===== src/rtl/mhf_pkg.sv =====
package mhf_pkg;
   // Reason a decision was reached, in priority order.
   typedef enum logic [1:0] {
      RSN_PROMISC = 2'd0,
      RSN_BCAST   = 2'd1,
      RSN_GROUP   = 2'd2,
      RSN_UNICAST = 2'd3
   } mhf_reason_e;

   // Command to the table, resolved by priority.
   typedef enum logic [1:0] {
      TBL_HOLD  = 2'd0,
      TBL_CLEAR = 2'd1,
      TBL_LOAD  = 2'd2,
      TBL_SET   = 2'd3
   } mhf_tbl_cmd_e;
endpackage


===== src/rtl/mhf_crc_engine.sv =====
module mhf_crc_engine #(
   parameter int unsigned          CRC_W     = 32,
   parameter logic [CRC_W-1:0]     POLY      = 32'h04C11DB7,
   parameter int unsigned          BYTE_W    = 8,
   parameter int unsigned          OUT_W     = 6,
   parameter bit                   LSB_FIRST = 1'b1
) (
   input  logic              clk,
   input  logic              rst_n,
   input  logic              init,
   input  logic              step,
   input  logic [BYTE_W-1:0] data,
   output logic [OUT_W-1:0]  crc_low
);
   if (OUT_W > CRC_W) begin : g_bad_out
      $error("mhf_crc_engine: OUT_W exceeds CRC_W");
   end

   logic [CRC_W-1:0]  crc_q;
   logic [CRC_W-1:0]  crc_nxt;
   logic [BYTE_W-1:0] bit_seq;

   // Bit consumption order is a build option.
   if (LSB_FIRST) begin : g_lsb
      assign bit_seq = data;
   end else begin : g_msb
      for (genvar b = 0; b < BYTE_W; b++) begin : g_rev
         assign bit_seq[b] = data[BYTE_W-1-b];
      end
   end

   always_comb begin
      logic fb;
      crc_nxt = crc_q;
      for (int j = 0; j < BYTE_W; j++) begin
         fb      = crc_nxt[CRC_W-1] ^ bit_seq[j];
         crc_nxt = {crc_nxt[CRC_W-2:0], 1'b0};
         if (fb) crc_nxt = crc_nxt ^ POLY;
      end
   end

   always_ff @(posedge clk or negedge rst_n) begin
      if (!rst_n)     crc_q <= '1;
      else if (init)  crc_q <= '1;
      else if (step)  crc_q <= crc_nxt;
   end

   assign crc_low = crc_q[OUT_W-1:0];

   // a start always leaves the register preset
   a_r2_preset_after_init: assert property (@(posedge clk) disable iff (!rst_n)
      init |=> (crc_q == '1));
   // with no step and no init the register keeps its value
   a_r4_crc_holds: assert property (@(posedge clk) disable iff (!rst_n)
      (!init && !step) |=> $stable(crc_q));
endmodule


===== src/rtl/mhf_addr_capture.sv =====
module mhf_addr_capture #(
   parameter int unsigned ADDR_BYTES = 6,
   parameter int unsigned BYTE_W     = 8,
   localparam int unsigned CNT_W     = $clog2(ADDR_BYTES + 1),
   localparam int unsigned ADDR_W    = ADDR_BYTES * BYTE_W
) (
   input  logic              clk,
   input  logic              rst_n,
   input  logic              start,
   input  logic              byte_valid,
   input  logic [BYTE_W-1:0] byte_data,
   output logic              take,
   output logic              last_take,
   output logic [ADDR_W-1:0] addr
);
   if (ADDR_BYTES < 1) begin : g_bad_len
      $error("mhf_addr_capture: ADDR_BYTES must be at least 1");
   end

   localparam logic [CNT_W-1:0] FULL = CNT_W'(ADDR_BYTES);

   logic [CNT_W-1:0] cnt_q;

   assign take      = byte_valid && !start && (cnt_q < FULL);
   assign last_take = take && (cnt_q == FULL - 1'b1);

   always_ff @(posedge clk or negedge rst_n) begin
      if (!rst_n)      cnt_q <= '0;
      else if (start)  cnt_q <= '0;
      else if (take)   cnt_q <= cnt_q + 1'b1;
   end

   for (genvar i = 0; i < ADDR_BYTES; i++) begin : g_lane
      always_ff @(posedge clk or negedge rst_n) begin
         if (!rst_n)                                 addr[i*BYTE_W +: BYTE_W] <= '0;
         else if (take && cnt_q == CNT_W'(i))        addr[i*BYTE_W +: BYTE_W] <= byte_data;
      end
   end

   // the byte count never runs past the address length
   a_r4_count_bounded: assert property (@(posedge clk) disable iff (!rst_n)
      cnt_q <= FULL);
   // once full, further strobes leave the captured address alone
   a_r4_full_ignores: assert property (@(posedge clk) disable iff (!rst_n)
      (cnt_q == FULL && !start) |=> $stable(addr));
endmodule


===== src/rtl/mhf_hash_table.sv =====
module mhf_hash_table
   import mhf_pkg::*;
#(
   parameter int unsigned HALF_W      = 32,
   parameter bit          REVERSE_IDX = 1'b1,
   localparam int unsigned IDX_W      = $clog2(HALF_W),
   localparam int unsigned SEL_W      = IDX_W + 1
) (
   input  logic               clk,
   input  logic               rst_n,
   input  logic [SEL_W-1:0]   crc_sel,
   input  mhf_tbl_cmd_e       cmd,
   input  logic [HALF_W-1:0]  load_hi,
   input  logic [HALF_W-1:0]  load_lo,
   output logic               hit,
   output logic [HALF_W-1:0]  tbl_hi,
   output logic [HALF_W-1:0]  tbl_lo
);
   if ((1 << IDX_W) != HALF_W) begin : g_bad_half
      $error("mhf_hash_table: HALF_W must be a power of two");
   end

   logic [IDX_W-1:0] slice;
   logic [IDX_W-1:0] idx;
   logic             pick_hi;

   assign slice   = crc_sel[IDX_W:1];
   assign pick_hi = crc_sel[0];

   if (REVERSE_IDX) begin : g_rev_idx
      for (genvar g = 0; g < IDX_W; g++) begin : g_bit
         assign idx[g] = slice[IDX_W-1-g];
      end
   end else begin : g_straight_idx
      assign idx = slice;
   end

   assign hit = pick_hi ? tbl_hi[idx] : tbl_lo[idx];

   always_ff @(posedge clk or negedge rst_n) begin
      if (!rst_n) begin
         tbl_hi <= '0;
         tbl_lo <= '0;
      end else begin
         unique case (cmd)
            TBL_CLEAR: begin
               tbl_hi <= '0;
               tbl_lo <= '0;
            end
            TBL_LOAD: begin
               tbl_hi <= load_hi;
               tbl_lo <= load_lo;
            end
            TBL_SET: begin
               if (pick_hi) tbl_hi[idx] <= 1'b1;
               else         tbl_lo[idx] <= 1'b1;
            end
            default: ;
         endcase
      end
   end

   // a clear empties both halves
   a_r9_clear_empties: assert property (@(posedge clk) disable iff (!rst_n)
      (cmd == TBL_CLEAR) |=> (tbl_hi == '0 && tbl_lo == '0));
   // an add leaves the selected bit set
   a_r8_add_sets_bit: assert property (@(posedge clk) disable iff (!rst_n)
      (cmd == TBL_SET) |=> hit);
   // an add touches one bit at most
   a_r8_add_one_bit: assert property (@(posedge clk) disable iff (!rst_n)
      (cmd == TBL_SET) |=> ($countones({tbl_hi, tbl_lo} ^ $past({tbl_hi, tbl_lo})) <= 1));
   // with no command the table keeps its contents
   a_r10_table_holds: assert property (@(posedge clk) disable iff (!rst_n)
      (cmd == TBL_HOLD) |=> ($stable(tbl_hi) && $stable(tbl_lo)));
endmodule


===== src/rtl/mcast_hash_filter.sv =====
module mcast_hash_filter
   import mhf_pkg::*;
#(
   parameter int unsigned      ADDR_BYTES  = 6,
   parameter int unsigned      BYTE_W      = 8,
   parameter int unsigned      CRC_W       = 32,
   parameter logic [CRC_W-1:0] CRC_POLY    = 32'h04C11DB7,
   parameter int unsigned      HALF_W      = 32,
   parameter bit               REVERSE_IDX = 1'b1,
   parameter bit               LSB_FIRST   = 1'b1,
   localparam int unsigned     ADDR_W      = ADDR_BYTES * BYTE_W,
   localparam int unsigned     SEL_W       = $clog2(HALF_W) + 1
) (
   input  logic              clk,
   input  logic              rst_n,
   input  logic              addr_start,
   input  logic              byte_valid,
   input  logic [BYTE_W-1:0] byte_data,
   input  logic              promisc,
   input  logic              bcast_reject,
   input  logic              add_mode,
   input  logic [ADDR_W-1:0] station_addr,
   input  logic              tbl_clear,
   input  logic              tbl_load,
   input  logic [HALF_W-1:0] load_hi,
   input  logic [HALF_W-1:0] load_lo,
   output logic              dec_valid,
   output logic              accept,
   output logic [HALF_W-1:0] tbl_hi,
   output logic [HALF_W-1:0] tbl_lo
);
   if (SEL_W > CRC_W) begin : g_bad_sel
      $error("mcast_hash_filter: table too large for the CRC width");
   end

   logic              take;
   logic              last_take;
   logic [ADDR_W-1:0] addr;
   logic [SEL_W-1:0]  crc_sel;
   logic              hit;
   logic              pending_q;
   mhf_tbl_cmd_e      cmd;
   mhf_reason_e       reason;
   logic              verdict;

   mhf_addr_capture #(
      .ADDR_BYTES (ADDR_BYTES),
      .BYTE_W     (BYTE_W)
   ) u_cap (
      .clk        (clk),
      .rst_n      (rst_n),
      .start      (addr_start),
      .byte_valid (byte_valid),
      .byte_data  (byte_data),
      .take       (take),
      .last_take  (last_take),
      .addr       (addr)
   );

   mhf_crc_engine #(
      .CRC_W     (CRC_W),
      .POLY      (CRC_POLY),
      .BYTE_W    (BYTE_W),
      .OUT_W     (SEL_W),
      .LSB_FIRST (LSB_FIRST)
   ) u_crc (
      .clk     (clk),
      .rst_n   (rst_n),
      .init    (addr_start),
      .step    (take),
      .data    (byte_data),
      .crc_low (crc_sel)
   );

   // Table command, clear first, then load, then add.
   always_comb begin
      if (tbl_clear)                         cmd = TBL_CLEAR;
      else if (tbl_load)                     cmd = TBL_LOAD;
      else if (pending_q && add_mode)        cmd = TBL_SET;
      else                                   cmd = TBL_HOLD;
   end

   mhf_hash_table #(
      .HALF_W      (HALF_W),
      .REVERSE_IDX (REVERSE_IDX)
   ) u_tbl (
      .clk     (clk),
      .rst_n   (rst_n),
      .crc_sel (crc_sel),
      .cmd     (cmd),
      .load_hi (load_hi),
      .load_lo (load_lo),
      .hit     (hit),
      .tbl_hi  (tbl_hi),
      .tbl_lo  (tbl_lo)
   );

   // Classification of the captured address.
   always_comb begin
      if (promisc)           reason = RSN_PROMISC;
      else if (&addr)        reason = RSN_BCAST;
      else if (addr[0])      reason = RSN_GROUP;
      else                   reason = RSN_UNICAST;
      unique case (reason)
         RSN_PROMISC: verdict = 1'b1;
         RSN_BCAST:   verdict = !bcast_reject;
         RSN_GROUP:   verdict = hit;
         default:     verdict = (addr == station_addr);
      endcase
   end

   always_ff @(posedge clk or negedge rst_n) begin
      if (!rst_n) begin
         pending_q <= 1'b0;
         dec_valid <= 1'b0;
         accept    <= 1'b0;
      end else if (addr_start) begin
         pending_q <= 1'b0;
         dec_valid <= 1'b0;
         accept    <= 1'b0;
      end else begin
         pending_q <= last_take;
         if (pending_q) begin
            dec_valid <= 1'b1;
            accept    <= add_mode ? 1'b0 : verdict;
         end
      end
   end

   // decision follows the sixth byte by one cycle
   a_r3_valid_after_last: assert property (@(posedge clk) disable iff (!rst_n)
      (last_take && !addr_start) |=> (!dec_valid && pending_q));
   a_r3_valid_rises: assert property (@(posedge clk) disable iff (!rst_n)
      (pending_q && !addr_start) |=> dec_valid);
   // the decision is held until a start
   a_r3_decision_held: assert property (@(posedge clk) disable iff (!rst_n)
      (dec_valid && !addr_start) |=> (dec_valid && $stable(accept)));
   // a start drops the decision
   a_r4_start_clears: assert property (@(posedge clk) disable iff (!rst_n)
      addr_start |=> (!dec_valid && !accept));
   // promiscuous mode accepts whatever arrives
   a_r5_promisc_accepts: assert property (@(posedge clk) disable iff (!rst_n)
      (pending_q && !addr_start && promisc && !add_mode) |=> accept);
   // add mode never reports an accept
   a_r8_add_no_accept: assert property (@(posedge clk) disable iff (!rst_n)
      (pending_q && !addr_start && add_mode) |=> !accept);
endmodule


===== config.mk =====
export PLATFORM = sky130hd
export DESIGN_NAME = mcast_hash_filter
export DESIGN_NICKNAME = d
export VERILOG_FILES = /design/src/rtl/mhf_pkg.sv /design/src/rtl/mhf_crc_engine.sv /design/src/rtl/mhf_addr_capture.sv /design/src/rtl/mhf_hash_table.sv /design/src/rtl/mcast_hash_filter.sv
export SDC_FILE = /design/constraint.sdc
export NUM_CORES = 1
export LEC_CHECK = 0
export CELL_PAD_IN_SITES_DETAIL_PLACEMENT = 1
export CELL_PAD_IN_SITES_GLOBAL_PLACEMENT = 1
export CORE_ASPECT_RATIO = 0.75
export CORE_MARGIN = 2
export CORE_UTILIZATION = 35
export CTS_CLUSTER_SIZE = 24
export DETAILED_ROUTE_END_ITERATION = 12
export PLACE_DENSITY_LB_ADDON = 0.1
export SLEW_MARGIN = 20
export SYNTH_ARGS = -nofsm -noshare
export SYNTH_HDL_FRONTEND = slang
export SYNTH_HIERARCHICAL = 1
export SYNTH_SLANG_ARGS = --single-unit

===== constraint.sdc =====
create_clock -name clk -period 2.8 [get_ports clk]
set_input_delay 0.42 -clock clk [delete_from_list [all_inputs] [get_ports clk]]
set_output_delay 0.42 -clock clk [all_outputs]
set_load 0.05 [all_outputs]

## Word-level counts from Yosys, hierarchy flattened

Index checks and enable logic that the tools add are counted.

- Add/sub/neg operators: 1
- Order comparisons: 3
- Equality and inequality tests: 13
- Muxes and demuxes: 36
- Bitwise operators: 18
- Reductions and logical operators: 20

Operators with widths:

| operator | number |
|---|---|
| 2-to-1 mux 27 bit | 8 |
| case mux 32 bit (3 select lines) | 2 |
| 2-to-1 mux 32 bit | 4 |
| inverter 14 bit | 8 |
| OR 32 bit | 2 |
| equality test 48 bit | 1 |
| AND reduction 48 bit | 1 |
| 2-to-1 mux 1 bit | 11 |
| binary-select mux 1 bit (select 5 bit) | 2 |
| logical AND 1 bit | 10 |
| 2-to-1 mux 2 bit | 5 |
| XOR 1 bit | 8 |
| equality test 2 bit (second input constant) | 3 |
| equality test 3 x 2 -> 1 bit (second input constant) | 2 |
| equality test 3 bit (second input constant) | 2 |
| < comparator 5 x 6 -> 1 bit (second input constant) | 1 |
| 2-to-1 mux 3 bit | 2 |
| demux 1 bit (select 5 bit) | 1 |
| greater-or-equal comparator 5 x 1 -> 1 bit (second input constant) | 1 |
| equality test 2 x 1 -> 1 bit (second input constant) | 2 |
| != test 2 bit (second input constant) | 2 |
| AND reduction 2 bit | 2 |
| nonzero test 2 bit | 2 |
| adder 3 x 1 -> 3 bit (second input constant) | 1 |
| other kinds (7) | 8 |

- Bits in registers: 150
- Input port bits: 129
- Output and inout bits: 66
- Word-level logic and storage cells: 104

## Depth between registers and ports, before layout

Gate-level depths: netlist of the first run.

- Depth in word-level cells: 18
- Gate-level depth with buffers: 13
- Mapped depth without buffers: 9

## By module

The synthesis of the first run kept the hierarchy.

By module, submodules not included:

| module | instances | cells an instance | area each (µm²) | sequential area each (µm²) |
|---|---|---|---|---|
| mhf_hash_table | 1 | 426 | 3948.8 | 1601.5 |
| mhf_crc_engine | 1 | 176 | 2297.2 | 840.8 |
| mhf_addr_capture | 1 | 129 | 2070.7 | 1276.2 |
| mcast_hash_filter | 1 | 101 | 775.7 | 75.1 |

## Worst setup path after synthesis of the first run

No wires, ideal clock.

- Path kind: flip-flop to flip-flop
- Start: reg u_crc.crc_q[5]
- End: reg accept
- Setup time: 0.122 ns
- Data arrival time: 2.179 ns
- Required time: 2.678 ns
- Setup slack: 0.499 ns
- Cell stages (with the launch flop): 12
- Path buffers: 2
- Period minus slack after synthesis: 2.301 ns
- Cell sequence: dfstp_2 > buf_4 > buf_6 > mux4_2 > a22o_1 > a21oi_1 > and4b_1 > a31oi_1 > a21oi_1 > nand2_1 > a31oi_1 > o21ai_1

- Cells in the longest elaborated chain, start to end: 7
- Elaborated cells on any way between the ends: 9
- Those cells by class: 9 x mux

RTL lines:

| what | line | RTL |
|---|---|---|
| from (decl) | mhf_crc_engine.sv:19 | `logic [CRC_W-1:0] crc_q;` |
| from (signal assigned) | mhf_crc_engine.sv:45 | `else if (step) crc_q <= crc_nxt;` |
| binary-select mux 1 bit (select 5 bit) | mhf_hash_table.sv:38 | `assign hit = pick_hi ? tbl_hi[idx] : tbl_lo[idx];` |
| 2-to-1 mux 1 bit (implied by the code) | mhf_hash_table.sv:38 |  |
| 2-to-1 mux 1 bit * | mhf_hash_table.sv:38 |  |
| net hit | mcast_hash_filter.sv:40 | `logic hit;` |
| case mux 1 bit (3 select lines) * | mcast_hash_filter.sv:104 | `unique case (reason)` |
| 2-to-1 mux 1 bit * | mcast_hash_filter.sv:125 | `accept <= add_mode ? 1'b0 : verdict;` |
| 2-to-1 mux 1 bit * | mcast_hash_filter.sv:123 | `if (pending_q) begin` |
| 2-to-1 mux 1 bit * | mcast_hash_filter.sv:117 | `end else if (addr_start) begin` |
| to (signal assigned) | mcast_hash_filter.sv:125 |  |
| to (decl) | mcast_hash_filter.sv:28 | `output logic accept,` |

The timed path passes the listed nets; every way through them passes the cells marked *. The select of a mux whose other input is x is not followed.
A chain may end at the register's enable or synchronous reset.

## Worst setup path in the final report of the first run

Ends and elaborated chain as after synthesis.

==> impl_metrics.env, run 1 <==
export IMPL_status="complete, no violations"
export IMPL_setup_viol=0
export IMPL_grt_max_degree=72
export IMPL_rsz0062_at_grt="false"
export IMPL_ys_ff_latch=150
export IMPL_vdd_drop_max_mv=0.4196
export IMPL_yosysTopAreaCellShare_pct=32.48
export IMPL_final_seq_area_mm2=0.003797
export IMPL_drt_iter0_markers=525
export IMPL_worstSetupPathType="reg2reg"
export IMPL_fp_dieH_um=143.6
export IMPL_timing_critical_path_mode_cell="a31oi_1"
export IMPL_worst_ep_arrival_time_ps=2970
export IMPL_syn_area_mm2=0.009092
export IMPL_seq_area_frac_synth_pct=41.72
export IMPL_period_share_pct=94.34
export IMPL_r2r_end="accept$_DFFE_PN0P_"
export IMPL_die_w_um=190.1
export IMPL_initial_core_util_pct=35.36
export IMPL_fin_skew_ps=11.72
export IMPL_syn_inst=832
export IMPL_area_delta_synth_final_pct=34.44
export IMPL_synth_area_leader_cell="dfrtp_1"
export IMPL_multiInputGateArea_mm2=0.004967
export IMPL_cp_required_ps=3130
export IMPL_synth_ff_type="dfrtp_1"
export IMPL_synth_edff_count=0
export IMPL_io_buffer_count=194
export IMPL_finalSetupTns_ps=0
export IMPL_r2r_setup_slack_ps=160
export IMPL_syn_nets=966
export IMPL_layout_nets=1174
export IMPL_cts_sinks=150
export IMPL_path_cells="buf_12 > mux4_2 > a211oi_1 > a31oi_1 > a21oi_1 > nand2_1 > a31oi_1 > o21ai_1"
export IMPL_clockRootBuffer="clkbuf_16"
export IMPL_fmax_ghz=0.3786
export IMPL_antenna_found_initial=3
export IMPL_grt_usage_pct=23.72
export IMPL_cp_max_fo=15
export IMPL_vias=7525
export IMPL_wl_per_cell_um=22.53
export IMPL_p_per_area_mw_per_mm2=642.4
export IMPL_relSlewSlack_pct=52.28
export IMPL_synthTopCellsByArea="dfrtp_1 (32%), dfstp_2 (9.2%), mux2_2 (6.4%)"
export IMPL_cts_tree="built"
export IMPL_regToRegStartpoint="u_crc/crc_q[5]$_DFFE_PN1P_"
export IMPL_end_kind="flop"
export IMPL_dieArea_mm2=0.02730
export IMPL_drive_gt1_share_pct=22.41
export IMPL_numCtsBuffers=17
export IMPL_htreeDepth=4
export IMPL_p_leak_nw=4.975
export IMPL_clock_latency_ps=440
export IMPL_finalHoldViolCount=0
export IMPL_start_kind="flop"
export IMPL_clk_pin_slew_ps=70
export IMPL_vias_per_cell=5.375
export IMPL_totalWireLength_mm=31.55
export IMPL_first_global_vias=7804
export IMPL_placeableCoreArea_mm2=0.02572
export IMPL_slew_violations=0
export IMPL_yosysMostFrequentCell="dfrtp_1"
export IMPL_finalCriticalPeriod_ps=2641
export IMPL_firstDrtPassIters=5
export IMPL_crit_path_top_delay_cell="dfstp_4"
export IMPL_ys_async_sr_fraction_pct=100.0
export IMPL_drv_cap=0
export IMPL_dp_hpwl_mm=23.52
export IMPL_fill_cells=2814
export IMPL_hold_path_class="in2async"
export IMPL_grt_pass1_wl_mm=48.37
export IMPL_avgSynthCellArea_um2=10.93
export IMPL_place_congestion=0.8336
export IMPL_hold_worst_slack_ps=437.7
export IMPL_yosys_warnings=6
export IMPL_yosysUniqueCellTypes=69
export IMPL_drtAntennaViolNets=0
export IMPL_r2r_cells=8
export IMPL_cts_path_max_buffers=2
export IMPL_synthTopCellsByCount="dfrtp_1 (118), a21oi_1 (82), xnor2_1 (58)"
export IMPL_boundaryPins=195
export IMPL_drc=0
export IMPL_slowest_delay_ps=730
export IMPL_rows=51
export IMPL_grt_overflow=0
export IMPL_worst_pin_slew_ps=710.8
-- area by class of cell --
class | count | share of cell area (%)
Multi-Input combinational cell | 612 | 40.63
Sequential cell | 150 | 31.06
Timing Repair Buffer | 249 | 19.56
Tap cell | 344 | 3.521
Clock buffer | 18 | 3.511
Clock inverter | 14 | 1.341
Inverter | 10 | 0.3071
Antenna cell | 3 | 0.06141
-- critical path: cells and delay by family (launching register included) --
| family | cells | cell delay (ps) |
|---|---|---|
| AOI/OAI and AO/OA | 5 | 950 |
| buffers and inverters | 1 | 200 |
| DFF | 1 | 730 |
| muxes | 1 | 580 |
| and+or+nand+nor | 1 | 70 |
-- report_power, final --
group          total (mW)  internal, mW  leakage [nW]  switching [mW]
sequential           2.88          2.50          1.88           0.373
combinational        2.60          1.36          2.81            1.25
clock                2.38          1.34         0.286            1.04
total                7.85          5.20          4.97            2.66
-- worst max path at each step --
stage                          to                  startpoint  cells after the start  slack (ps)
2_1_floorplan  accept$_DFFE_PN0P_  u_crc/crc_q[5]$_DFFE_PN1P_                     11         500
3_3_place_gp   accept$_DFFE_PN0P_  u_crc/crc_q[5]$_DFFE_PN1P_                      8         140
3_5_place_dp   accept$_DFFE_PN0P_  u_crc/crc_q[5]$_DFFE_PN1P_                      8         160
4_1_cts        accept$_DFFE_PN0P_  u_crc/crc_q[5]$_DFFE_PN1P_                      8         150
5_1_grt        accept$_DFFE_PN0P_  u_crc/crc_q[5]$_DFFE_PN1P_                      8          10
6_report       accept$_DFFE_PN0P_  u_crc/crc_q[5]$_DFFE_PN1P_                      8         160
-- metal layers --
metal / global-route usage [%] / vias to the layer above / wire length, um
li1: - / 3505 / -
met1: 36.42 / 3806 / 16260
met2: 33.62 / 198 / 13150
met3: 6.252 / 16 / 1955
met4: 3.835 / 0 / 177
met5: 0 / - / 0
-- metrics by stage --
step                area (um2)  power [mW]  instances  util, %  setup WS (ps)
CTS                      12210       7.923       1397    47.49          152.6
finish                   12220       7.853       1400    47.54          158.5
global placement         11610       5.468       1364    45.15          139.0
floorplan                 9092       4.527        832        -          498.5
global route             12220       8.226       1397    47.51          14.36
detailed placement       11610       5.500       1364    45.15          160.6
-- cell usage in the layout (no fill, tap or decap), drive strengths merged, types with 5 or more instances in the layout --
cell type | synthesis | final
o22ai | 49 | 49
nor4 | 10 | 10
inv | 9 | 15
xnor3 | 16 | 16
dfrtp | 118 | 118
clkdlybuf4s50 | 0 | 192
ha | 5 | 5
dfstp | 32 | 32
a21oi | 82 | 82
nand4 | 20 | 20
xnor2 | 70 | 70
a21o | 15 | 15
mux2 | 52 | 52
mux2i | 10 | 10
o21ai | 60 | 60
nand2 | 28 | 28
nor2b | 22 | 22
nor2 | 34 | 34
nand3 | 7 | 7
buf | 28 | 56
a211o | 18 | 18
mux4 | 9 | 9
nor3 | 23 | 23
clkinv | 1 | 5
xor2 | 18 | 18
o221a | 17 | 17
clkbuf | 32 | 18
-- sequential cells by signal, summed over array words and instances (netlist names) --
name          flops
pending_q         1
u_cap/cnt_q       3
u_cap/addr       48
dec_valid         1
u_crc/crc_q      32
u_tbl/tbl_hi     32
accept            1
u_tbl/tbl_lo     32
-- cell families after synthesis --
group	count (synthesis)	synth area share (%)
AO/OA/AOI/OAI	265	18.41
XOR/XNOR	107	14.77
adder cells (fa/ha/maj)	5	0.6880
buffers and inverters	70	3.880
flip-flops	150	41.72
multiplexers	71	9.770
AND/OR/NAND/NOR	164	10.76
-- timing repair --
| action | CTS | global route |
|---|---|---|
| hold endpoints to repair | 12 | 0 |
| buffers inserted | 0 | 0 |
| gates resized for setup | 0 | 1 |
| hold buffers | 1 | 0 |
| setup endpoints to repair | 0 | 1 |
Note: power is estimated with default switching activity, not from simulation.
==> inputs of run 2 (changes only) <==
--- a/config.mk
+++ b/config.mk
@@ -5,6 +5,8 @@
 export SDC_FILE = /design/constraint.sdc
 export NUM_CORES = 1
 export LEC_CHECK = 0
+export ABC_CLOCK_PERIOD_IN_PS = 2800
+export CAP_MARGIN = 15
 export CELL_PAD_IN_SITES_DETAIL_PLACEMENT = 1
 export CELL_PAD_IN_SITES_GLOBAL_PLACEMENT = 1
 export CORE_ASPECT_RATIO = 0.75
==> results of run 2 <==
Same layout as run 1: the final DEF is identical, and so are final timing and power.
